## config.mk

```make
export PLATFORM = sky130hd
export DESIGN_NAME = sector_byte_cache
export DESIGN_NICKNAME = d
export VERILOG_FILES = /design/src/rtl/sbc_pkg.sv /design/src/rtl/sbc_word_addr.sv /design/src/rtl/sbc_lane_mux.sv /design/src/rtl/sbc_lane_pack.sv /design/src/rtl/sbc_ctrl.sv /design/src/rtl/sector_byte_cache.sv
export SDC_FILE = /design/constraint.sdc
export NUM_CORES = 1
export LEC_CHECK = 0
export ABC_AREA = 1
export CAP_MARGIN = 5
export CORE_AREA = 2 2 147 149
export CTS_CLUSTER_SIZE = 12
export DETAILED_ROUTE_END_ITERATION = 7
export DIE_AREA = 0 0 149 151
export PLACE_DENSITY = 0.85
export SLEW_MARGIN = 0
export SYNTH_ARGS = -nofsm -noshare
export SYNTH_HDL_FRONTEND = slang
export SYNTH_SLANG_ARGS = --single-unit
```

## constraint.sdc

```tcl
create_clock -name clk -period 5.58 [get_ports clk]
set_input_delay 1.674 -clock clk [delete_from_list [all_inputs] [get_ports clk]]
set_output_delay 1.674 -clock clk [all_outputs]
set_load 0.05 [all_outputs]
```

## src/rtl/sbc_pkg.sv

```systemverilog
package sbc_pkg;
   typedef enum logic [2:0] {
      S_IDLE    = 3'd0,
      S_FETCH   = 3'd1,
      S_STREAM  = 3'd2,
      S_COLLECT = 3'd3,
      S_WBACK   = 3'd4,
      S_DONE    = 3'd5
   } sbc_state_e;

   typedef enum logic {
      DIR_TO_BYTES = 1'b0,
      DIR_TO_WORDS = 1'b1
   } sbc_dir_e;
endpackage

```

## src/rtl/sbc_word_addr.sv

```systemverilog
module sbc_word_addr #(
   parameter int ADDR_W = 32,
   parameter int WORDS  = 32,
   localparam int WIDX_W = $clog2(WORDS)
) (
   input  logic              clk,
   input  logic              rst_n,
   input  logic              load,
   input  logic [ADDR_W-1:0] base_in,
   input  logic              adv,
   output logic [ADDR_W-1:0] addr,
   output logic              last_word
);
   logic [ADDR_W-1:0] base_q;
   logic [WIDX_W-1:0] idx_q;

   always_ff @(posedge clk) begin
      if (!rst_n) begin
         base_q <= '0;
         idx_q  <= '0;
      end else if (load) begin
         base_q <= base_in;
         idx_q  <= '0;
      end else if (adv) begin
         idx_q  <= idx_q + 1'b1;
      end
   end

   assign addr      = base_q + ADDR_W'(idx_q);
   assign last_word = (idx_q == WIDX_W'(WORDS - 1));

   // each advance moves the word index by exactly one
   p_idx_step_r5: assert property (@(posedge clk) disable iff (!rst_n)
      (adv && !load) |=> (idx_q == $past(idx_q) + 1'b1));
endmodule

```

## src/rtl/sbc_lane_mux.sv

```systemverilog
module sbc_lane_mux #(
   parameter int WORD_W    = 128,
   parameter int BYTE_W    = 8,
   parameter int MUX_STYLE = 0,
   localparam int LANES = WORD_W / BYTE_W,
   localparam int PTR_W = $clog2(LANES)
) (
   input  logic [WORD_W-1:0] cache,
   input  logic [PTR_W-1:0]  ptr,
   output logic [BYTE_W-1:0] byte_out
);
   generate
      if (MUX_STYLE == 0) begin : g_partsel
         assign byte_out = cache[ptr*BYTE_W +: BYTE_W];
      end else begin : g_andor
         always_comb begin
            byte_out = '0;
            for (int i = 0; i < LANES; i++) begin
               if (ptr == PTR_W'(i)) byte_out = byte_out | cache[i*BYTE_W +: BYTE_W];
            end
         end
      end
   endgenerate
endmodule

```

## src/rtl/sbc_lane_pack.sv

```systemverilog
module sbc_lane_pack #(
   parameter int WORD_W = 128,
   parameter int BYTE_W = 8,
   localparam int LANES = WORD_W / BYTE_W,
   localparam int PTR_W = $clog2(LANES)
) (
   input  logic              clk,
   input  logic              rst_n,
   input  logic              load_word,
   input  logic [WORD_W-1:0] word_in,
   input  logic              wr_en,
   input  logic [PTR_W-1:0]  ptr,
   input  logic [BYTE_W-1:0] byte_in,
   output logic [WORD_W-1:0] cache
);
   always_ff @(posedge clk) begin
      if (!rst_n) begin
         cache <= '0;
      end else if (load_word) begin
         cache <= word_in;
      end else if (wr_en) begin
         cache[ptr*BYTE_W +: BYTE_W] <= byte_in;
      end
   end
endmodule

```

## src/rtl/sbc_ctrl.sv

```systemverilog
module sbc_ctrl
   import sbc_pkg::*;
#(
   parameter int LANES = 16,
   localparam int PTR_W = $clog2(LANES)
) (
   input  logic             clk,
   input  logic             rst_n,
   input  logic             start,
   input  logic             start_dir,
   input  logic             mem_valid,
   input  logic             tx_ready,
   input  logic             rx_valid,
   input  logic             last_word,
   output logic [PTR_W-1:0] ptr,
   output logic             load_cfg,
   output logic             word_adv,
   output logic             cache_load,
   output logic             lane_wr,
   output logic             busy,
   output logic             done,
   output logic             mem_req,
   output logic             mem_we,
   output logic             tx_valid,
   output logic             rx_ready
);
   localparam logic [PTR_W-1:0] TOP_LANE = PTR_W'(LANES - 1);

   sbc_state_e state;
   logic       ptr_zero;

   assign ptr_zero = (ptr == '0);

   always_ff @(posedge clk) begin
      if (!rst_n) begin
         state <= S_IDLE;
         ptr   <= TOP_LANE;
      end else begin
         case (state)
            S_IDLE: if (start) begin
               ptr   <= TOP_LANE;
               state <= (start_dir == DIR_TO_WORDS) ? S_COLLECT : S_FETCH;
            end
            S_FETCH: if (mem_valid) begin
               ptr   <= TOP_LANE;
               state <= S_STREAM;
            end
            S_STREAM: if (tx_ready) begin
               if (ptr_zero) state <= last_word ? S_DONE : S_FETCH;
               else          ptr   <= ptr - 1'b1;
            end
            S_COLLECT: if (rx_valid) begin
               if (ptr_zero) state <= S_WBACK;
               else          ptr   <= ptr - 1'b1;
            end
            S_WBACK: if (mem_valid) begin
               if (last_word) state <= S_DONE;
               else begin
                  ptr   <= TOP_LANE;
                  state <= S_COLLECT;
               end
            end
            S_DONE:  state <= S_IDLE;
            default: state <= S_IDLE;
         endcase
      end
   end

   assign load_cfg   = (state == S_IDLE) && start;
   assign cache_load = (state == S_FETCH) && mem_valid;
   assign lane_wr    = (state == S_COLLECT) && rx_valid;
   assign word_adv   = !last_word &&
                       (((state == S_STREAM) && tx_ready && ptr_zero) ||
                        ((state == S_WBACK) && mem_valid));
   assign busy       = (state != S_IDLE);
   assign done       = (state == S_DONE);
   assign mem_req    = (state == S_FETCH) || (state == S_WBACK);
   assign mem_we     = (state == S_WBACK);
   assign tx_valid   = (state == S_STREAM);
   assign rx_ready   = (state == S_COLLECT);

   // lane pointer steps down by one per accepted byte
   p_ptr_step_r3: assert property (@(posedge clk) disable iff (!rst_n)
      (((tx_valid && tx_ready) || (rx_ready && rx_valid)) && !ptr_zero)
         |=> (ptr == $past(ptr) - 1'b1));

   // a full word is written back in the next cycle
   p_full_to_req_r8: assert property (@(posedge clk) disable iff (!rst_n)
      (rx_ready && rx_valid && ptr_zero) |=> (mem_req && mem_we && !rx_ready));

   // done is a single-cycle pulse followed by idle
   p_done_pulse_r6: assert property (@(posedge clk) disable iff (!rst_n)
      done |=> (!done && !busy));
endmodule

```

## src/rtl/sector_byte_cache.sv

```systemverilog
module sector_byte_cache #(
   parameter int ADDR_W       = 32,
   parameter int WORD_W       = 128,
   parameter int BYTE_W       = 8,
   parameter int SECTOR_BYTES = 512,
   parameter int MUX_STYLE    = 0
) (
   input  logic              clk,
   input  logic              rst_n,
   input  logic              start,
   input  logic              start_dir,
   input  logic [ADDR_W-1:0] start_base,
   output logic              busy,
   output logic              done,
   output logic              mem_req,
   output logic              mem_we,
   output logic [ADDR_W-1:0] mem_addr,
   output logic [WORD_W-1:0] mem_wdata,
   input  logic              mem_valid,
   input  logic [WORD_W-1:0] mem_rdata,
   output logic [BYTE_W-1:0] tx_data,
   output logic              tx_valid,
   input  logic              tx_ready,
   input  logic [BYTE_W-1:0] rx_data,
   input  logic              rx_valid,
   output logic              rx_ready
);
   localparam int LANES = WORD_W / BYTE_W;
   localparam int WORDS = SECTOR_BYTES / LANES;
   localparam int PTR_W = $clog2(LANES);

   generate
      if ((WORD_W % BYTE_W) != 0 || (LANES & (LANES - 1)) != 0 || LANES < 2) begin : g_bad_lanes
         $error("sector_byte_cache: WORD_W must hold a power-of-two number (>=2) of bytes");
      end
      if ((SECTOR_BYTES % LANES) != 0 || WORDS < 2 || (WORDS & (WORDS - 1)) != 0) begin : g_bad_words
         $error("sector_byte_cache: SECTOR_BYTES must be a power-of-two multiple (>=2) of the word");
      end
   endgenerate

   logic [PTR_W-1:0]  ptr;
   logic              load_cfg, word_adv, cache_load, lane_wr, last_word;
   logic [WORD_W-1:0] cache;

   sbc_ctrl #(.LANES(LANES)) u_ctrl (
      .clk        (clk),
      .rst_n      (rst_n),
      .start      (start),
      .start_dir  (start_dir),
      .mem_valid  (mem_valid),
      .tx_ready   (tx_ready),
      .rx_valid   (rx_valid),
      .last_word  (last_word),
      .ptr        (ptr),
      .load_cfg   (load_cfg),
      .word_adv   (word_adv),
      .cache_load (cache_load),
      .lane_wr    (lane_wr),
      .busy       (busy),
      .done       (done),
      .mem_req    (mem_req),
      .mem_we     (mem_we),
      .tx_valid   (tx_valid),
      .rx_ready   (rx_ready)
   );

   sbc_word_addr #(.ADDR_W(ADDR_W), .WORDS(WORDS)) u_addr (
      .clk       (clk),
      .rst_n     (rst_n),
      .load      (load_cfg),
      .base_in   (start_base),
      .adv       (word_adv),
      .addr      (mem_addr),
      .last_word (last_word)
   );

   sbc_lane_pack #(.WORD_W(WORD_W), .BYTE_W(BYTE_W)) u_pack (
      .clk       (clk),
      .rst_n     (rst_n),
      .load_word (cache_load),
      .word_in   (mem_rdata),
      .wr_en     (lane_wr),
      .ptr       (ptr),
      .byte_in   (rx_data),
      .cache     (cache)
   );

   sbc_lane_mux #(.WORD_W(WORD_W), .BYTE_W(BYTE_W), .MUX_STYLE(MUX_STYLE)) u_mux (
      .cache    (cache),
      .ptr      (ptr),
      .byte_out (tx_data)
   );

   assign mem_wdata = cache;

   // a stalled byte is held
   p_tx_hold_r9: assert property (@(posedge clk) disable iff (!rst_n)
      (tx_valid && !tx_ready) |=> (tx_valid && $stable(tx_data)));

   // no byte is offered while a fetch is outstanding
   p_fetch_gate_r4: assert property (@(posedge clk) disable iff (!rst_n)
      (mem_req && !mem_we) |-> !tx_valid);

   // start during a transfer leaves the address alone
   p_start_ignored_r10: assert property (@(posedge clk) disable iff (!rst_n)
      (busy && start && !word_adv) |=> $stable(mem_addr));

   // the address holds while a request waits for its answer
   p_addr_hold_r5: assert property (@(posedge clk) disable iff (!rst_n)
      (mem_req && !mem_valid) |=> (mem_req && $stable(mem_addr)));
endmodule

```

==> results of run 1 <==
==> through the flow <==
step	hold WS, ns	instances	power (uW)
2_1_floorplan	0.427	1668	3610
3_3_place_gp	0.437	2209	4690
3_5_place_dp	0.446	2209	4710
4_1_cts	0.457	2241	5870
5_1_grt	0.482	2241	6190
6_report	0.453	2241	5970
==> sequential cells by signal, summed over array words and instances, names as in the netlist <==
register	count
u_pack.cache	128
u_addr.base_q	32
u_addr.idx_q	5
u_ctrl.ptr	4
u_ctrl.state	3
==> area by class of cell <==
type	count	share of cell area (%)
Clock buffer	18	2.92
Clock inverter	14	0.903
Inverter	115	2.97
Multi-Input combinational cell	1285	42.6
Sequential cell	172	23.5
Tap cell	275	2.34
Timing Repair Buffer	362	24.8
==> routing by layer <==
layer	routed length [um]	vias up
met1	17600	6078
li1	-	6181
met4	3320	0
met3	5220	202
met5	0	-
met2	22100	979
==> power by group <==
part | internal, uW | total (uW) | switching (uW)
Sequential | 1360 | 1560 | 198
Combinational | 919 | 3240 | 2320
Clock | 589 | 1170 | 581
==> what timing repair did <==
action / in CTS / in global routing
hold buffers: 0 / 0
setup endpoints to repair: 0 / 3
gates resized for setup: 0 / 3
==> cell usage after synthesis <==
master     instances  area (um^2)
nand2_1          461         1730
dfxtp_1          172         3440
a21oi_1          167          836
o21ai_0          150          751
nand3_1          140          701
nor2_1           135          507
inv_1             99          372
clkbuf_1          68          255
o22ai_1           57          357
nor3_1            30          150
xor2_1            27          236
buf_2             20          100
nand4_1           18          113
inv_2             13         48.8
nand2_2           11         68.8
o21ai_1           11         55.1
ha_1              10          125
a31oi_1            9         56.3
o211ai_1           9         67.6
buf_1              8         30.0
nand3_2            7         70.1
a22oi_1            5         37.5
nand3b_1           5         37.5
nand4_2            5         62.6
nor2_4             4         45.0
or2_0              4         25.0
nor4_1             3         18.8
o21ai_2            3         26.3
o2bb2ai_1          3         26.3
clkinv_1           2         7.51
nor3_4             2         32.5
a211oi_1           1         7.51
fa_1               1         20.0
inv_4              1         6.26
nand3_4            1         17.5
nor2_2             1         6.26
o2111ai_1          1         8.76
or2_1              1         6.26
or2_2              1         6.26
xnor2_1            1         8.76
xnor2_4            1         27.5
==> cell families after synthesis <==
kind of cell / Yosys count
compound gates: 416
simple gates: 829
buf+inv: 211
flops: 172
fa+ha+maj: 11
xor+xnor: 29
==> critical path, cell delays in order, from the launching register on <==
cell and delay, ns:
dfxtp_1 0.40, ha_1 0.19, inv_1 0.06, fa_1 0.42, inv_1 0.09, nand3_1 0.06
nand2_1 0.15, nand2_1 0.07, a21oi_1 0.32, nand2_1 0.18, nor2_1 0.30, xor2_1 0.19
clkdlybuf4s50_1 0.82
==> worst paths after layout <==
path                          from                to  slack [ns]  depth (start not counted)
setup / recovery   u_addr.idx_q[0]      mem_addr[10]        0.23                         12
hold reg to reg   u_addr.base_q[3]  u_addr.base_q[3]        0.45                          2
hold / removal    u_addr.base_q[3]  u_addr.base_q[3]        0.45                          2
setup reg to reg     u_ctrl.ptr[1]  u_pack.cache[95]        1.21                         12
==> results.cfg, run 1 <==
[logic_synthesis]
ys_seq_area_share_pct = 32.8
muxShareOfSynthArea_pct = 0
syn_area_um2 = 10500
syn_avg_cell_area_um2 = 6.30
synth_nets = 1854
synth_fa_ha_area_share_pct = 1.38
synth_warnings = 0
synth-xor-area-share_pct = 2.60
synth_seq_cells = 172
postSynthCellCount = 1668
synth_top_family_by_area = simple AND/OR/NAND/NOR gates
ys_types = 41
synth_compound_area_share_pct = 21.2
synth_simple_gate_area_share_pct = 34.2

[cells_and_area]
antennaDiodeCount = 0
drive_gt1_share_pct = 5.04
final-seq-area_um2 = 3440
n_fill_cell = 1792
final_cell_mix = 461 x nand2_1, 345 x clkdlybuf4s50_1, 171 x dfxtp_1
fin_area_um2 = 14700
multi_input_area_um2 = 6260
post-route-util_pct = 70.5
nets = 2139
area_growth_pct = 39.7
final_common_cell = nand2_1

[pwr]
leakagePower_uw = 0.00549
peakVddDrop_mv = 0.330
powerDensity_nw_per_um2 = 407

[clock_network]
clk_pin_slew_ns = 0.07
cts_buffers = 17
clock_latency_ns = 0.44
clockRootBuffer = clkbuf_16
cts-htree-levels = 4
clk_path_buf_depth = 2
clkSinkCount = 172
cts_tree = yes
post_cts_buffers = 0

[floorplanning]
die_height_um = 151
ios = 349
rows = 53
core_um2 = 20800
dieArea_um2 = 22500
die_x_um = 149
floorplan.initialDensity_pct = 50.5

[grt]
grt.busiest_layer = met2
grt_pass1_vias = 12574
antenna_found_initial = 0
track_usage_pct = 41.7
grt_max_degree = 73
met2_usage_pct = 69.0
use_met1_pct = 50.5
grt_pass1_wl_mm = 71.4
overflow = 0
use_met3_pct = 7.38

[drt]
drt_wl_total_mm = 48.3
drc_errors = 0
dr_total_vias = 13440
ant_nets = 0
wire_per_inst_um = 21.5
drt-pass1-iter-count = 7
drt_iter0_drc = 1534
vias_per_cell = 6.00

[sta]
finClkSkew_ns = 0.0106
layout_min_cycle_time_ns = 5.35
fin_crit_sh_pct = 96.0
slew_violations = 0
grt_setup_unrepaired = false
timing.setup.tns_ns = 0
setup_viol = 0
hold_viol_final = 0
clock.fmax_ghz = 0.187
tightest_slew_ns = 1.26
max-slew-margin-rel_pct = 15.7
worst_slack_ns = 0.225

[critical_path]
crit_fanout = 5
critPathArrivalTime_ns = 3.68
worst-setup-path-type = flop to primary output
endpoint_kind = primary output
startpoint_type = flop
worstPathRequired_ns = 3.91

[outcome]
status = finished clean

[placement]
portBuffers = 348
hpwlAfterDp_mm = 37.5
placed_area_um2 = 14100
dp_worst_setup_slack_ns = 0.629
gp_congestion = 1.04

[min_path]
min_path_type = flop to flop

[run]
cap_violations = 0
(Power assumes the default switching activity.)
==> run 2: changes to the inputs <==
CELL_PAD_IN_SITES_DETAIL_PLACEMENT = 1   (was not set)
CELL_PAD_IN_SITES_GLOBAL_PLACEMENT = 2   (was not set)
CORE_AREA = 2 2 205 207   (was 2 2 147 149)
CTS_CLUSTER_SIZE = 20   (was 12)
DIE_AREA = 0 0 207 209   (was 0 0 149 151)
==> run 2 against run 1 <==
- count of clock-buffer cells in the layout rose by 1
- sequential cell count did not move
- maximum frequency rose by 2.9%
- critical path depth did not move
- sequential power barely moved
- non-clock buffer count rose by 2
- global-route usage fell by 16 points
- critical endpoint is now mem_addr[16]
- largest cell class unchanged
==> results.cfg, run 2 (synthesis results as in run 1) <==
[outcome]
status = finished clean

[grt]
grt.busiest_layer = met2
use_met3_pct = 6.79
met2_usage_pct = 41.3
grt_max_degree = 123
overflow = 0
track_usage_pct = 25.5
use_met1_pct = 32.5
antenna_found_initial = 2
grt_pass1_vias = 13219
grt_pass1_wl_mm = 83.4

[pwr]
clock_power_share_pct = 19.5
p_seq_share_pct = 25.0
peakVddDrop_mv = 0.253
powerDensity_nw_per_um2 = 407
p_switching_uw = 3230
leakagePower_uw = 0.00555
p_int_uw = 2880
power_frac_comb_pct = 55.4
switching_share_pct = 52.9

[cells_and_area]
area_growth_pct = 43.1
drive_gt1_share_pct = 5.23
largest_register = u_pack.cache
final_common_cell = nand2_1
antennaDiodeCount = 0
fin_area_um2 = 15000
top_regs = u_pack.cache: 128 flops, u_addr.base_q: 32 flops, u_addr.idx_q: 5 flops
final_cell_mix = 461 x nand2_1, 342 x clkdlybuf4s50_1, 171 x dfxtp_1
nets = 2141
largest_reg_flops = 128

[sta]
timing.setup.tns_ns = 0
fin_crit_sh_pct = 93.3
grt_setup_unrepaired = false
max-slew-margin-rel_pct = 36.0
whs_ns = 0.454
clock.fmax_ghz = 0.192
slew_violations = 0
tightest_slew_ns = 0.953
hold_viol_final = 0
finClkSkew_ns = 0.0101
layout_min_cycle_time_ns = 5.20
worst_slack_ns = 0.375
setup_viol = 0

[clock_network]
clkSinkCount = 172
clk_pin_slew_ns = 0.08
clock_latency_ns = 0.46
clk_path_buf_depth = 2
cts-htree-levels = 4
cts_buffers = 17
cts_tree = yes
clockRootBuffer = clkbuf_16

[critical_path]
startpoint_type = flop
critPathArrivalTime_ns = 3.53
rr_startpoint = u_ctrl.ptr[0]
startpoint = u_addr.idx_q[0]
r2r_cells = 9
cp-endpoint = mem_addr[16]
r2r-end = u_pack.cache[121]
rrSetupSlack_ns = 1.35
worstPathRequired_ns = 3.91
worst-setup-path-type = flop to primary output
endpoint_kind = primary output
crit_fanout = 4

[min_path]
min_path_type = flop to flop

[drt]
vias_per_cell = 5.22
ant_nets = 0
drt-pass1-iter-count = 5
wire_per_inst_um = 22.8
drt_wl_total_mm = 57.3
drt_iter0_drc = 1022
drc_errors = 0
dr_total_vias = 13093

[run]
cap_violations = 0

[placement]
dp_worst_setup_slack_ns = 0.498
gp_congestion = 0.903
placed_area_um2 = 14500
hpwlAfterDp_mm = 45.4
portBuffers = 348

[floorplanning]
floorplan.initialDensity_pct = 25.4
ios = 349
core_um2 = 41300
rows = 75
dieArea_um2 = 43300
die_height_um = 209
die_x_um = 207
-- run 2: changes by cell type in the layout (fill, tap and decap cells not counted), sizes merged, moves of 2 or more --
cell,previous run,this run
buf,14,16
dlymetal6s2s,3,5
clkinvlp,5,1
clkdlybuf4s50,345,342
clkinv,6,10
-- run 2: area by class of cell --
| cell class | instances | area, um^2 |
|---|---|---|
| clock buffer | 19 | 453 |
| sequential | 172 | 3440 |
| multi-input combinational | 1285 | 6260 |
| timing repair buffer | 364 | 3650 |
| inverter | 115 | 437 |
| clock inverter | 13 | 105 |
| tap | 539 | 674 |
| fill | 5297 | 26300 |
-- run 2: per-stage QoR --
step,total power (uW),std cells,util [%]
3_3_place_gp,4830,2475,35.0
3_5_place_dp,4870,2475,35.0
5_1_grt,6380,2507,36.4
2_1_floorplan,3610,1668,-
6_report,6120,2507,36.4
4_1_cts,6070,2507,36.4
-- run 2: timing repair --
action	CTS	global route
hold buffers	0	0
resized for setup	1	6
setup buffers	0	0
endpoints found under the setup margin	1	6
pin swaps	0	0
-- run 2: routing by layer --
layer | routed length, um | up-vias
li1 | - | 6180
met1 | 24400 | 6310
met2 | 26400 | 510
met3 | 4600 | 89
met4 | 1820 | 4
met5 | 30 | -
-- run 2: worst max-delay path, cell delays in order (launching register included) --
cell and delay [ns]:
dfxtp_1 0.40, ha_1 0.19, inv_1 0.05, fa_1 0.40
inv_1 0.07, nand3_1 0.06, nand2_1 0.14, nand2_1 0.07
a21oi_1 0.34, nand2_1 0.20, nor2_1 0.15, xor2_1 0.17
clkdlybuf4s50_1 0.82
-- run 2: worst min path at each step --
stage	startpoint	end	cells after the start
global placement	u_addr.base_q[4]	u_addr.base_q[4]	2
global route	u_addr.base_q[0]	u_addr.base_q[0]	2
CTS	u_addr.base_q[0]	u_addr.base_q[0]	2
detailed placement	u_addr.base_q[0]	u_addr.base_q[0]	2
finish	u_addr.base_q[0]	u_addr.base_q[0]	2
floorplan	u_addr.base_q[2]	u_addr.base_q[2]	2
-- run 2: power by group through the flow --
stage	clock network [uW]	registers, uW	logic, uW
2_1_floorplan	0	1640	1970
3_3_place_gp	0	1550	3280
3_5_place_dp	0	1550	3310
4_1_cts	1210	1530	3330
5_1_grt	1260	1550	3570
6_report	1190	1530	3390
